--- config.mk ---
export PLATFORM = sky130hd
export DESIGN_NAME = mag_meas_sched
export DESIGN_NICKNAME = d
export VERILOG_FILES = /design/src/rtl/mag_sched_pkg.sv /design/src/rtl/mag_rate_calc.sv /design/src/rtl/mag_period_counter.sv /design/src/rtl/mag_sched_fsm.sv /design/src/rtl/mag_meas_sched.sv
export SDC_FILE = /design/constraint.sdc
export NUM_CORES = 1
export LEC_CHECK = 0
export BUFFER_PORTS_ARGS = -buffer_cell sky130_fd_sc_hd__buf_2
export CAP_MARGIN = 15
export CORE_MARGIN = 2
export CORE_UTILIZATION = 58
export CTS_BUF_LIST = sky130_fd_sc_hd__clkbuf_4 sky130_fd_sc_hd__clkbuf_8
export DETAILED_ROUTE_END_ITERATION = 6
export GPL_TIMING_DRIVEN = 0
export PLACE_DENSITY_LB_ADDON = 0.25
export SETUP_SLACK_MARGIN = 0.05
export SYNTH_ARGS = -nofsm -noshare
export SYNTH_HDL_FRONTEND = slang
export SYNTH_SLANG_ARGS = --single-unit
export TNS_END_PERCENT = 1
--- constraint.sdc ---
create_clock -name clk -period 5.2 [get_ports clk]
set_input_delay 0 -clock clk [delete_from_list [all_inputs] [get_ports clk]]
set_output_delay 0 -clock clk [all_outputs]
set_load 0.02 [all_outputs]
--- src/rtl/mag_sched_pkg.sv ---
package mag_sched_pkg;

  typedef enum logic [1:0] {
    ST_IDLE = 2'd0,
    ST_RSTC = 2'd1,
    ST_MEAS = 2'd2
  } sched_st_e;

  localparam logic [1:0] MODE_STANDBY = 2'b00;
  localparam logic [1:0] MODE_RAW     = 2'b01;
  localparam logic [1:0] MODE_CORR    = 2'b10;

  function automatic logic [1:0] mode_code(input logic running, input logic raw);
    if (!running) return MODE_STANDBY;
    return raw ? MODE_RAW : MODE_CORR;
  endfunction

endpackage

--- src/rtl/mag_rate_calc.sv ---
module mag_rate_calc #(
  parameter int BASE_TICKS = 8,
  parameter int SLOT_TICKS = 4,
  parameter int RATE_W     = 3,
  parameter int OSR_W      = 2,
  parameter int PER_W      = 14,
  parameter int BUSY_W     = 6
) (
  input  logic [RATE_W-1:0] rate_code_i,
  input  logic [OSR_W-1:0]  osr_code_i,
  output logic [PER_W-1:0]  prog_period_o,
  output logic [PER_W-1:0]  fast_period_o,
  output logic [BUSY_W-1:0] busy_ticks_o
);

  localparam logic [PER_W-1:0]  BASE_V = PER_W'(BASE_TICKS);
  localparam logic [BUSY_W-1:0] SLOT_V = BUSY_W'(SLOT_TICKS);

  // Ratio and rate are both powers of two, so the product is one shift.
  always_comb begin
    prog_period_o = BASE_V << (int'(osr_code_i) + int'(rate_code_i));
    fast_period_o = BASE_V << osr_code_i;
    busy_ticks_o  = SLOT_V << osr_code_i;
  end

endmodule

--- src/rtl/mag_period_counter.sv ---
module mag_period_counter #(
  parameter int PER_W = 14
) (
  input  logic             clk,
  input  logic             rst,
  input  logic             tick_i,
  input  logic             restart_i,
  output logic [PER_W-1:0] cnt_o
);

  localparam logic [PER_W-1:0] CNT_MAX = '1;

  always_ff @(posedge clk) begin
    if (rst)                          cnt_o <= '1;
    else if (restart_i)               cnt_o <= '0;
    else if (tick_i && cnt_o != CNT_MAX) cnt_o <= cnt_o + 1'b1;
  end

  a_r3_restart_zero: assert property (@(posedge clk) disable iff (rst)
    restart_i |=> (cnt_o == '0));

endmodule

--- src/rtl/mag_sched_fsm.sv ---
module mag_sched_fsm
  import mag_sched_pkg::*;
#(
  parameter int RST_TICKS = 3,
  parameter int PER_W     = 14,
  parameter int BUSY_W    = 6,
  parameter int PH_W      = 6
) (
  input  logic              clk,
  input  logic              rst,
  input  logic              tick_i,
  input  logic              active_i,
  input  logic              trig_set_i,
  input  logic              srst_set_i,
  input  logic              auto_rst_i,
  input  logic              raw_i,
  input  logic [PER_W-1:0]  per_cnt_i,
  input  logic [PER_W-1:0]  prog_period_i,
  input  logic [PER_W-1:0]  fast_period_i,
  input  logic [BUSY_W-1:0] busy_ticks_i,
  output logic              launch_o,
  output logic              start_o,
  output logic              busy_o,
  output logic              done_o,
  output logic              trig_bit_o,
  output logic              srst_bit_o,
  output logic [1:0]        sysmod_o
);

  localparam logic [PH_W-1:0] RST_LAST = PH_W'(RST_TICKS - 1);

  sched_st_e       st_q, st_n;
  logic [PH_W-1:0] ph_q, ph_n;
  logic            trig_pend_q, trig_pend_n;
  logic            trig_run_q, trig_run_n;
  logic            srst_pend_q, srst_pend_n;
  logic            then_meas_q, then_meas_n;
  logic            due_prog, due_fast, rst_end, meas_end;
  logic [PH_W-1:0] busy_last;

  assign busy_last = PH_W'(busy_ticks_i) - PH_W'(1);
  assign due_prog  = active_i && tick_i && (per_cnt_i >= prog_period_i - 1'b1);
  assign due_fast  = active_i && tick_i && (per_cnt_i >= fast_period_i - 1'b1);

  // Trigger overrides the programmed period; in standby it goes at once.
  assign launch_o = (st_q == ST_IDLE) &&
                    (trig_pend_q ? (active_i ? due_fast : 1'b1) : due_prog);

  always_comb begin
    st_n        = st_q;
    then_meas_n = then_meas_q;
    rst_end     = 1'b0;
    meas_end    = 1'b0;
    unique case (st_q)
      ST_IDLE: begin
        if (launch_o) begin
          st_n        = (auto_rst_i || srst_pend_q) ? ST_RSTC : ST_MEAS;
          then_meas_n = 1'b1;
        end else if (srst_pend_q) begin
          st_n        = ST_RSTC;
          then_meas_n = 1'b0;
        end
      end
      ST_RSTC: begin
        if (tick_i && ph_q == RST_LAST) begin
          rst_end = 1'b1;
          st_n    = then_meas_q ? ST_MEAS : ST_IDLE;
        end
      end
      ST_MEAS: begin
        if (tick_i && ph_q == busy_last) begin
          meas_end = 1'b1;
          st_n     = ST_IDLE;
        end
      end
      default: st_n = ST_IDLE;
    endcase
  end

  always_comb begin
    if (st_n != st_q) ph_n = '0;
    else if (tick_i)  ph_n = ph_q + 1'b1;
    else              ph_n = ph_q;

    trig_run_n = trig_run_q;
    if (launch_o)      trig_run_n = trig_pend_q;
    else if (meas_end) trig_run_n = 1'b0;

    if (meas_end && trig_run_q) trig_pend_n = 1'b0;
    else                        trig_pend_n = trig_pend_q | trig_set_i;

    if (rst_end) srst_pend_n = 1'b0;
    else         srst_pend_n = srst_pend_q | srst_set_i;
  end

  always_ff @(posedge clk) begin
    if (rst) begin
      st_q        <= ST_IDLE;
      ph_q        <= '0;
      trig_pend_q <= 1'b0;
      trig_run_q  <= 1'b0;
      srst_pend_q <= 1'b0;
      then_meas_q <= 1'b0;
      start_o     <= 1'b0;
      done_o      <= 1'b0;
      srst_bit_o  <= 1'b0;
      sysmod_o    <= MODE_STANDBY;
    end else begin
      st_q        <= st_n;
      ph_q        <= ph_n;
      trig_pend_q <= trig_pend_n;
      trig_run_q  <= trig_run_n;
      srst_pend_q <= srst_pend_n;
      then_meas_q <= then_meas_n;
      start_o     <= (st_n == ST_MEAS) && (st_q != ST_MEAS);
      done_o      <= meas_end;
      srst_bit_o  <= srst_pend_n || (st_n == ST_RSTC);
      sysmod_o    <= mode_code(active_i || st_n != ST_IDLE, raw_i);
    end
  end

  assign busy_o     = (st_q == ST_MEAS);
  assign trig_bit_o = trig_pend_q;

  a_r4_start_in_busy: assert property (@(posedge clk) disable iff (rst)
    start_o |-> busy_o);
  a_r4_done_closes_busy: assert property (@(posedge clk) disable iff (rst)
    done_o |-> (!busy_o && $past(busy_o)));
  a_r7_trig_clears_at_done: assert property (@(posedge clk) disable iff (rst)
    $fell(trig_bit_o) |-> done_o);
  a_r10_reset_over_at_start: assert property (@(posedge clk) disable iff (rst)
    start_o |-> !srst_bit_o);
  a_r8_mode_legal: assert property (@(posedge clk) disable iff (rst)
    sysmod_o != 2'b11);

endmodule

--- src/rtl/mag_meas_sched.sv ---
module mag_meas_sched #(
  parameter int BASE_TICKS = 8,
  parameter int SLOT_TICKS = 4,
  parameter int RST_TICKS  = 3,
  parameter int RATE_W     = 3,
  parameter int OSR_W      = 2
) (
  input  logic              clk,
  input  logic              rst,
  input  logic              tick_en_i,
  input  logic              active_i,
  input  logic              trig_set_i,
  input  logic [RATE_W-1:0] rate_code_i,
  input  logic [OSR_W-1:0]  osr_code_i,
  input  logic              raw_i,
  input  logic              auto_rst_i,
  input  logic              srst_set_i,
  output logic              meas_start_o,
  output logic              meas_busy_o,
  output logic              meas_done_o,
  output logic              trig_bit_o,
  output logic              srst_bit_o,
  output logic [1:0]        sysmod_o
);

  localparam int OSR_MAX_LOG  = (1 << OSR_W) - 1;
  localparam int RATE_MAX_LOG = (1 << RATE_W) - 1;
  localparam int PER_W  = $clog2(BASE_TICKS) + OSR_MAX_LOG + RATE_MAX_LOG + 1;
  localparam int BUSY_W = $clog2(SLOT_TICKS) + OSR_MAX_LOG + 1;
  localparam int RSTC_W = $clog2(RST_TICKS + 1);
  localparam int PH_W   = (BUSY_W > RSTC_W) ? BUSY_W : RSTC_W;

  logic [PER_W-1:0]  prog_period, fast_period, per_cnt;
  logic [BUSY_W-1:0] busy_ticks;
  logic              launch;

  mag_rate_calc #(
    .BASE_TICKS(BASE_TICKS), .SLOT_TICKS(SLOT_TICKS), .RATE_W(RATE_W),
    .OSR_W(OSR_W), .PER_W(PER_W), .BUSY_W(BUSY_W)
  ) u_rate (
    .rate_code_i  (rate_code_i),
    .osr_code_i   (osr_code_i),
    .prog_period_o(prog_period),
    .fast_period_o(fast_period),
    .busy_ticks_o (busy_ticks)
  );

  mag_period_counter #(.PER_W(PER_W)) u_per (
    .clk      (clk),
    .rst      (rst),
    .tick_i   (tick_en_i),
    .restart_i(launch),
    .cnt_o    (per_cnt)
  );

  mag_sched_fsm #(
    .RST_TICKS(RST_TICKS), .PER_W(PER_W), .BUSY_W(BUSY_W), .PH_W(PH_W)
  ) u_fsm (
    .clk          (clk),
    .rst          (rst),
    .tick_i       (tick_en_i),
    .active_i     (active_i),
    .trig_set_i   (trig_set_i),
    .srst_set_i   (srst_set_i),
    .auto_rst_i   (auto_rst_i),
    .raw_i        (raw_i),
    .per_cnt_i    (per_cnt),
    .prog_period_i(prog_period),
    .fast_period_i(fast_period),
    .busy_ticks_i (busy_ticks),
    .launch_o     (launch),
    .start_o      (meas_start_o),
    .busy_o       (meas_busy_o),
    .done_o       (meas_done_o),
    .trig_bit_o   (trig_bit_o),
    .srst_bit_o   (srst_bit_o),
    .sysmod_o     (sysmod_o)
  );

endmodule

==> results.toml, run 1 <==
[status]
status = "finished, final reports clean"

[cts]
cts-resized-gates = 0
root_buffer = "clkbuf_8"
cts_max_level = 2
clkLatencyLatePin_ps = 290
clk_pin_slew_ps = 60
postCtsSetupBuffers = 0
cts_tree = "yes"
cts_buffer_depth = 2
cts.sinks = 31
cts_buffers = 5

[logic_synthesis]
ys_async_sr_fraction_pct = 0
ys.flop_type = "dfxtp_1"
ys_ff_latch = 31
synth_edf_count = 0
yosysUniqueCellTypes = 49
syn_inst = 272
ys_warn_count = 0
syn_avg_cell_area_um2 = 8.38
synth_area_um2 = 2280
yosysSeqAreaShare_pct = 27.2

[layout]
antenna_cells = 0
drive_above_1_share_pct = 11.9
synthToLayoutAreaGrowth_pct = 11.7
fin_area_um2 = 2540
final_common_cell = "dfxtp_1"
final_cell_mix = "dfxtp_1 (31), ha_1 (28), o21ai_0 (23)"
fin_nets = 343

[placed_design]
hpwl_um = 3870
portBuffers = 18
dp_slack_ps = 747
finalWeightedCongestion = 0.904
post_dp_cell_area_um2 = 2440

[setup_path]
path_buf_inv = 3
rr_worst_depth = 7
max_stage_delay_ps = 600
cp-startpoint = "osr_code_i[0]"
end_kind = "register"
cp.arrival_ps = 4300
r2r_end = "u_per.cnt_o[10]"
worstPathMaxFanout = 10
r2r_setup_slack_ps = 2990
reg2reg_from = "u_per.cnt_o[1]"
critical_path_class = "in -> reg"
cpMaxStageDelayCell = "a221oi_2"
path_delay_family = "simple AND/OR/NAND/NOR gates"
crit_chain = "buf_2 > ha_1 > fa_1 > clkbuf_1 > or2_2 > or3_1 > ha_1 > or4b_1 > a21oi_1 > a31oi_1 > ha_1 > nand2_1 > nor2_1 > nand3_1 > a221oi_2 > buf_6 > o21ai_0"
start_kind = "primary input"
path_common_cell = "ha_1"
crit_required_ps = 5340

[routing]
ant_nets = 0
first_iter_violations = 107
first_pass_iters = 4
viasPerCell = 6.06
wl_um = 5140
num_vias = 2120
wl_per_cell_um = 14.7
post-route-drc-count = 0

[die]
fp.dieW_um = 66.7
core_area_um2 = 3720
rows = 22
fp.dieH_um = 66.7
start_util_pct = 61.3
dieArea_um2 = 4450
io_pins = 20

[sta]
setup_viol = 0
fin_crit_ps = 4160
slew_violations = 0
final.setup_skew_ps = 8.23
layout_setup_ws_ps = 1040
fmax_ghz = 0.240
hold_viol = 0
tns_ps = 0
relSlewSlack_pct = 58.5
rsz0062_at_grt = "false"
tightest_slew_ps = 620
fin_crit_sh_pct = 80.0

[power_and_ir_drop]
power.density_nw_per_um2 = 342
peakVddDrop_uv = 204
leakage_nw = 1.06

[grt]
first_global_vias = 1960
antenna_found_initial = 0
grt.overflow.total = 0
grt_start_max_net_pins = 11
grt_pass1_wl_um = 8510
grt_util_all_layers_pct = 25.2

[job]
cap_violations = 0

[worst_hold_path]
worstHoldPathCells = 3
min_to = "u_fsm.trig_bit_o"
worst_hold_path_type = "in -> reg"
hold_start = "trig_set_i"
==> through the flow <==
step / hold WS [ps] / cells / utilization [%] / power (mW)
after floorplan: 84.5 / 274 / - / 0.585
after global placement: 239 / 340 / 65.6 / 0.658
after detailed placement: 242 / 340 / 65.6 / 0.675
after CTS: 4.13 / 350 / 68.5 / 0.871
after global routing: 31.8 / 350 / 68.5 / 0.941
final: 5.75 / 350 / 68.5 / 0.871
==> how the worst max path moves through the flow <==
stage                                 end  slack (ps)  depth (start not counted)
after global placement     u_per.cnt_o[1]         870                         17
after detailed placement   u_per.cnt_o[8]         750                         17
after floorplan           u_per.cnt_o[10]        1440                         16
after CTS                 u_per.cnt_o[10]        1040                         17
after global routing       u_per.cnt_o[8]         750                         17
final                     u_per.cnt_o[10]        1040                         17
==> power by group <==
group	internal (mW)	total, mW	switching, mW
logic	0.153	0.343	0.190
registers	0.278	0.334	0.0563
clock network	0.104	0.193	0.0892
total	0.536	0.871	0.336
==> synth_stat cells (2+ instances only) <==
cell       n  area, um^2
clkbuf_1   4        15.0
a21o_1     8        60.1
ha_1      28         350
a22o_1     2        17.5
inv_1      9        33.8
buf_2      3        15.0
a211oi_1  13        97.6
xor2_1    11        96.3
a32oi_1    2        17.5
nand2b_1   3        18.8
nand3b_1   4        30.0
nor3_1     7        35.0
nand3_1    8        40.0
and4_1     5        43.8
and3_1     5        31.3
xnor2_1    7        61.3
nor3b_1    3        22.5
a21oi_1   13        65.1
o32ai_1    2        17.5
dfxtp_1   31         621
o31ai_1    3        22.5
and2_1     3        18.8
nor2_1    22        82.6
nand2_1   20        75.1
a31oi_1    6        37.5
o21ai_0   23         115
nand4_1    4        25.0
buf_6      2        22.5
==> registers in the layout (all words and copies together) (netlist names) <==
name               cells
u_fsm.srst_bit_o       1
u_per.cnt_o           14
u_fsm.start_o          1
u_fsm.trig_bit_o       1
u_fsm.ph_q             6
u_fsm.then_meas_q      1
u_fsm.srst_pend_q      1
u_fsm.done_o           1
u_fsm.sysmod_o         2
u_fsm.trig_run_q       1
u_fsm.st_q             2
==> layout make-up <==
cell class	instances	area, um^2
inverter	10	37.5
tap	48	60.1
clock buffer	7	83.8
clock inverter	1	5.00
fill	317	1170
multi-input combinational	223	1570
buffer	10	57.6
sequential	31	621
timing repair buffer	20	110
==> layer usage <==
layer / global-route usage, % / routed length, um / vias up
met5: 0 / 0 / -
met4: 6.38 / 41 / 0
met3: 5.57 / 288 / 5
met2: 42.4 / 2420 / 54
met1: 32.5 / 2390 / 988
li1: - / - / 1073
==> worst register-to-register path, cell delays in order, from the launching register on <==
cell,delay [ps]
dfxtp_1,360
ha_1,300
a31oi_1,120
o21ai_0,170
nand3_1,170
a221oi_2,600
buf_6,230
o21ai_0,110
==> logic make-up (layout without fill, tap and decap cells) <==
family / count (synthesis) / after routing / share of synthesized area (%)
and+or+nand+nor: 91 / 91 / 21.0
AOI/OAI and AO/OA: 81 / 81 / 23.8
DFF: 31 / 31 / 27.2
adders and majority gates: 29 / 29 / 16.3
buffers and inverters: 20 / 48 / 4.17
xor gates and xnor gates: 18 / 18 / 6.92
other: 1 / 3 / 0.165
muxes: 1 / 1 / 0.439
==> timing repair <==
item                       4_1_cts  5_1_grt
hold buffers                     2        0
hold endpoints to repair         2        0
setup endpoints to repair        0        0
No activity file was read; power rests on OpenSTA's default activity.
==> run 2, diff against run 1 <==
- clock period: 5.2 -> 3.95 ns (I/O delays scaled with it)
==> results.toml, run 2 (synthesis results as in run 1) <==
[die]
fp.dieW_um = 66.7
core_area_um2 = 3720
rows = 22
start_util_pct = 61.3
fp.dieH_um = 66.7
dieArea_um2 = 4450
io_pins = 20

[sta]
slew_violations = 0
layout_setup_ws_ps = -31.3
fin_crit_ps = 3980
relSlewSlack_pct = 55.3
fmax_ghz = 0.251
tightest_slew_ps = 667
rsz0062_at_grt = "true"
fin_crit_sh_pct = 101
fin_hold_ws_ps = -0.641
hold_viol = 1
tns_ps = -35.7
setup_viol = 2
final.setup_skew_ps = 8.45

[routing]
num_vias = 2271
wl_um = 5820
first_iter_violations = 206
first_pass_iters = 5
post-route-drc-count = 0
ant_nets = 0
viasPerCell = 6.26
wl_per_cell_um = 16.0

[layout]
register_area_um2 = 621
num-fill-cells = 270
final_common_cell = "dfxtp_1"
largest_reg_flops = 14
reg_top3 = "u_per.cnt_o (14), u_fsm.ph_q (6)"
multiInputGateArea_um2 = 1650
drive_above_1_share_pct = 19.7
final_cell_mix = "dfxtp_1 (31), ha_1 (26), o21ai_0 (22)"
antenna_cells = 0
fin_nets = 356
synthToLayoutAreaGrowth_pct = 20.6
top_register = "u_per.cnt_o"

[cts]
root_buffer = "clkbuf_8"
cts_buffers = 5
cts.sinks = 31
clk_pin_slew_ps = 70
cts_buffer_depth = 2
cts_tree = "yes"
clkLatencyLatePin_ps = 280
cts_max_level = 2

[power_and_ir_drop]
p_total_mw = 1.24
leakage_nw = 1.14
power.density_nw_per_um2 = 452
peakVddDrop_uv = 264

[placed_design]
hpwl_um = 3870
finalWeightedCongestion = 0.904
dp_slack_ps = -503
portBuffers = 18

[status]
status = "complete, but fails checks"
violations = "hold timing, setup timing"

[setup_path]
critical_path_class = "in -> reg"
cp.arrival_ps = 4180
start_kind = "primary input"
crit_required_ps = 4150
end_kind = "register"
worstPathMaxFanout = 6

[grt]
first_global_vias = 1967
antenna_found_initial = 0
grt.overflow.total = 0
grt_pass1_wl_um = 8630
grt_start_max_net_pins = 11
grt_util_all_layers_pct = 25.5

[job]
cap_violations = 0

[worst_hold_path]
worst_hold_path_type = "in -> reg"
## run 2: report_power, final
| group | leakage [nW] | internal (mW) | switching [mW] |
|---|---|---|---|
| Combinational | 0.838 | 0.257 | 0.290 |
| Sequential | 0.256 | 0.366 | 0.0747 |
| Clock | 0.0491 | 0.137 | 0.119 |
## run 2: stage by stage
| step | cells | cell area, um^2 | utilization, % |
|---|---|---|---|
| 2_1_floorplan | 274 | 2290 | - |
| 3_3_place_gp | 340 | 2440 | 65.6 |
| 3_5_place_dp | 340 | 2440 | 65.6 |
| 4_1_cts | 353 | 2590 | 69.7 |
| 5_1_grt | 363 | 2750 | 74.0 |
| 6_report | 363 | 2750 | 74.0 |
## run 2: final cells by class
| class | instances | share of cell area [%] |
|---|---|---|
| Buffer | 10 | 2.37 |
| Clock inverter | 1 | 0.182 |
| Sequential cell | 31 | 22.6 |
| Clock buffer | 7 | 3.05 |
| Multi-Input combinational cell | 223 | 60.0 |
| Inverter | 10 | 1.37 |
| Tap cell | 48 | 2.18 |
| Timing Repair Buffer | 33 | 8.24 |
## run 2: path summary, 6_finish.rpt
path,from,endpoint,slack (ps),cells after the start
worst max-delay path,osr_code_i[0],u_per.cnt_o[2],-30,18
worst min-delay path,trig_set_i,u_fsm.trig_bit_o,-0.6,3
worst min register to register,u_fsm.trig_run_q,u_fsm.trig_bit_o,460,1
worst max register to register,u_per.cnt_o[9],u_per.cnt_o[2],1790,8
## run 2: per-layer routing
| layer | vias up | global-route usage, % | routed length, um | part of all wire, % |
|---|---|---|---|---|
| li1 | 1097 | - | - | - |
| met1 | 1079 | 33.5 | 2610 | 45 |
| met2 | 83 | 42.4 | 2760 | 48 |
| met3 | 12 | 4.22 | 320 | 5.5 |
| met4 | 0 | 8.67 | 122 | 2.1 |
| met5 | - | 0 | 0 | 0 |
## run 2: repair_timing
item | 4_1_cts | 5_1_grt
buffers inserted | 2 | 9
setup endpoints to repair | 23 | 28
pin swaps | 1 | 8
hold endpoints to repair | 2 | 0
gates cloned | 1 | 1
hold buffers | 2 | 0
gates resized for setup | 6 | 21
## run 2: worst max-delay path, cell delays in order
cell	delay, ps
buf_4	150
ha_4	170
fa_1	490
buf_6	140
or2_4	240
or3_4	420
ha_4	190
or4b_4	510
a21oi_2	140
a31oi_1	60
ha_1	360
a211oi_2	290
o21ai_1	130
a21oi_2	240
a221oi_4	120
buf_12	160
buf_4	130
o31ai_1	240
==> run 3, diff against run 2 <==
- CORE_UTILIZATION: 58 -> 56
- clock period: 3.95 -> 3.35 ns (I/O delays scaled with it)
==> results.toml, run 3 (synthesis results as in run 1) <==
[power_and_ir_drop]
leakage_nw = 1.10
peakVddDrop_uv = 316
power.density_nw_per_um2 = 548

[grt]
grt_start_max_net_pins = 11
grt_util_all_layers_pct = 25.8
grt.overflow.total = 0
grt_pass1_wl_um = 8870
antenna_found_initial = 0
first_global_vias = 2040

[die]
rows = 23
fp.dieW_um = 67.8
dieArea_um2 = 4590
io_pins = 20
start_util_pct = 57.4
core_area_um2 = 3970
fp.dieH_um = 67.8

[cts]
cts_max_level = 2
cts_buffers = 5
cts_buffer_depth = 2
cts_tree = "yes"
clkLatencyLatePin_ps = 290
root_buffer = "clkbuf_8"
cts.sinks = 31
clk_pin_slew_ps = 70

[sta]
setup_viol = 28
fin_hold_ws_ps = 28.1
tightest_slew_ps = 684
hold_viol = 0
layout_setup_ws_ps = -208
final.setup_skew_ps = 9.99
fin_crit_sh_pct = 106
fmax_ghz = 0.281
relSlewSlack_pct = 54.2
slew_violations = 0
rsz0062_at_grt = "true"
fin_crit_ps = 3560

[routing]
viasPerCell = 5.93
wl_um = 5270
ant_nets = 0
post-route-drc-count = 0
num_vias = 2105
first_pass_iters = 4
wl_per_cell_um = 14.9
first_iter_violations = 102

[layout]
antenna_cells = 0
top_register = "u_per.cnt_o"
num-fill-cells = 344
drive_above_1_share_pct = 15.7
final_cell_mix = "dfxtp_1 (31), ha_1 (26), o21ai_0 (22)"
final_common_cell = "dfxtp_1"
largest_reg_flops = 14
reg_top3 = "u_per.cnt_o (14), u_fsm.ph_q (6)"
fin_area_um2 = 2690
synthToLayoutAreaGrowth_pct = 18.1
fin_nets = 346

[setup_path]
critical_path_class = "in -> reg"
worstPathMaxFanout = 10
crit_chain = "buf_6 > ha_4 > fa_1 > clkbuf_8 > or2_4 > or3_4 > ha_4 > or4b_1 > a21oi_2 > a31oi_1 > ha_1 > nand2_1 > o21ai_1 > a21oi_2 > a221oi_4 > buf_6 > o21ai_0"
cp-startpoint = "osr_code_i[0]"
start_kind = "primary input"
cp.arrival_ps = 3700
crit_required_ps = 3500
end_kind = "register"
reg2reg_from = "u_per.cnt_o[12]"
cpMaxStageDelayCell = "or4b_1"
max_stage_delay_ps = 480

[placed_design]
portBuffers = 18
finalWeightedCongestion = 0.883
hpwl_um = 3920
post_dp_cell_area_um2 = 2500
dp_slack_ps = -672

[status]
violations = "setup timing"
status = "complete, but fails checks"

[worst_hold_path]
hold_start = "srst_set_i"
worst_hold_path_type = "in -> reg"

[job]
cap_violations = 0
[run 3: through the flow]
stage | power [mW] | instances | util (%) | setup TNS [ps]
2_1_floorplan | 0.932 | 274 | - | -4680
3_3_place_gp | 1.05 | 342 | 63.0 | -16420
3_5_place_dp | 1.07 | 342 | 63.0 | -17100
4_1_cts | 1.48 | 355 | 67.5 | -4870
5_1_grt | 1.59 | 355 | 67.8 | -10650
6_report | 1.48 | 355 | 67.8 | -4920
[run 3: layer usage]
metal  global-route usage, %  vias to the layer above  routed length [um]
met5                       0                        -                   0
met4                    12.3                        0                 125
met3                    5.50                       15                 138
met2                    44.1                       30                2550
met1                    30.6                      977                2460
li1                        -                     1083                   -
[run 3: path summary, 6_finish.rpt]
kind	endpoint	cells past startpoint	slack (ps)
max	u_per.cnt_o[7]	17	-210
min	u_fsm.srst_pend_q	3	30
max reg2reg	u_per.cnt_o[3]	7	1290
min reg2reg	u_fsm.trig_bit_o	1	450
[run 3: critical path, delay by kind of cell]
family,cells,cell delay [ps]
AO/OA/AOI/OAI,6,940
adder cells (fa/ha/maj),4,1090
buffers and inverters,3,480
AND/OR/NAND/NOR,4,1170
[run 3: timing repair]
action	in CTS	in global routing
endpoints found under the hold margin	3	0
setup buffers	2	0
cloned	0	0
setup endpoints to repair	28	28
hold buffers	3	0
resized for setup	4	2
pin swaps	5	1
[run 3: layout make-up]
cell class / instances / area, um^2 / share of cell area (%)
Multi-Input combinational cell: 223 / 1640 / 61.1
Sequential cell: 31 / 621 / 23.1
Timing Repair Buffer: 23 / 141 / 5.25
Clock buffer: 6 / 82.6 / 3.07
Buffer: 10 / 67.6 / 2.51
Tap cell: 50 / 62.6 / 2.32
Inverter: 10 / 37.5 / 1.39
Clock inverter: 2 / 35.0 / 1.30
[run 3: power by group]
group | leakage [nW] | internal (mW) | switching, mW
Sequential | 0.256 | 0.431 | 0.0848
Combinational | 0.785 | 0.261 | 0.314
Clock | 0.0612 | 0.240 | 0.144
Total | 1.10 | 0.933 | 0.542
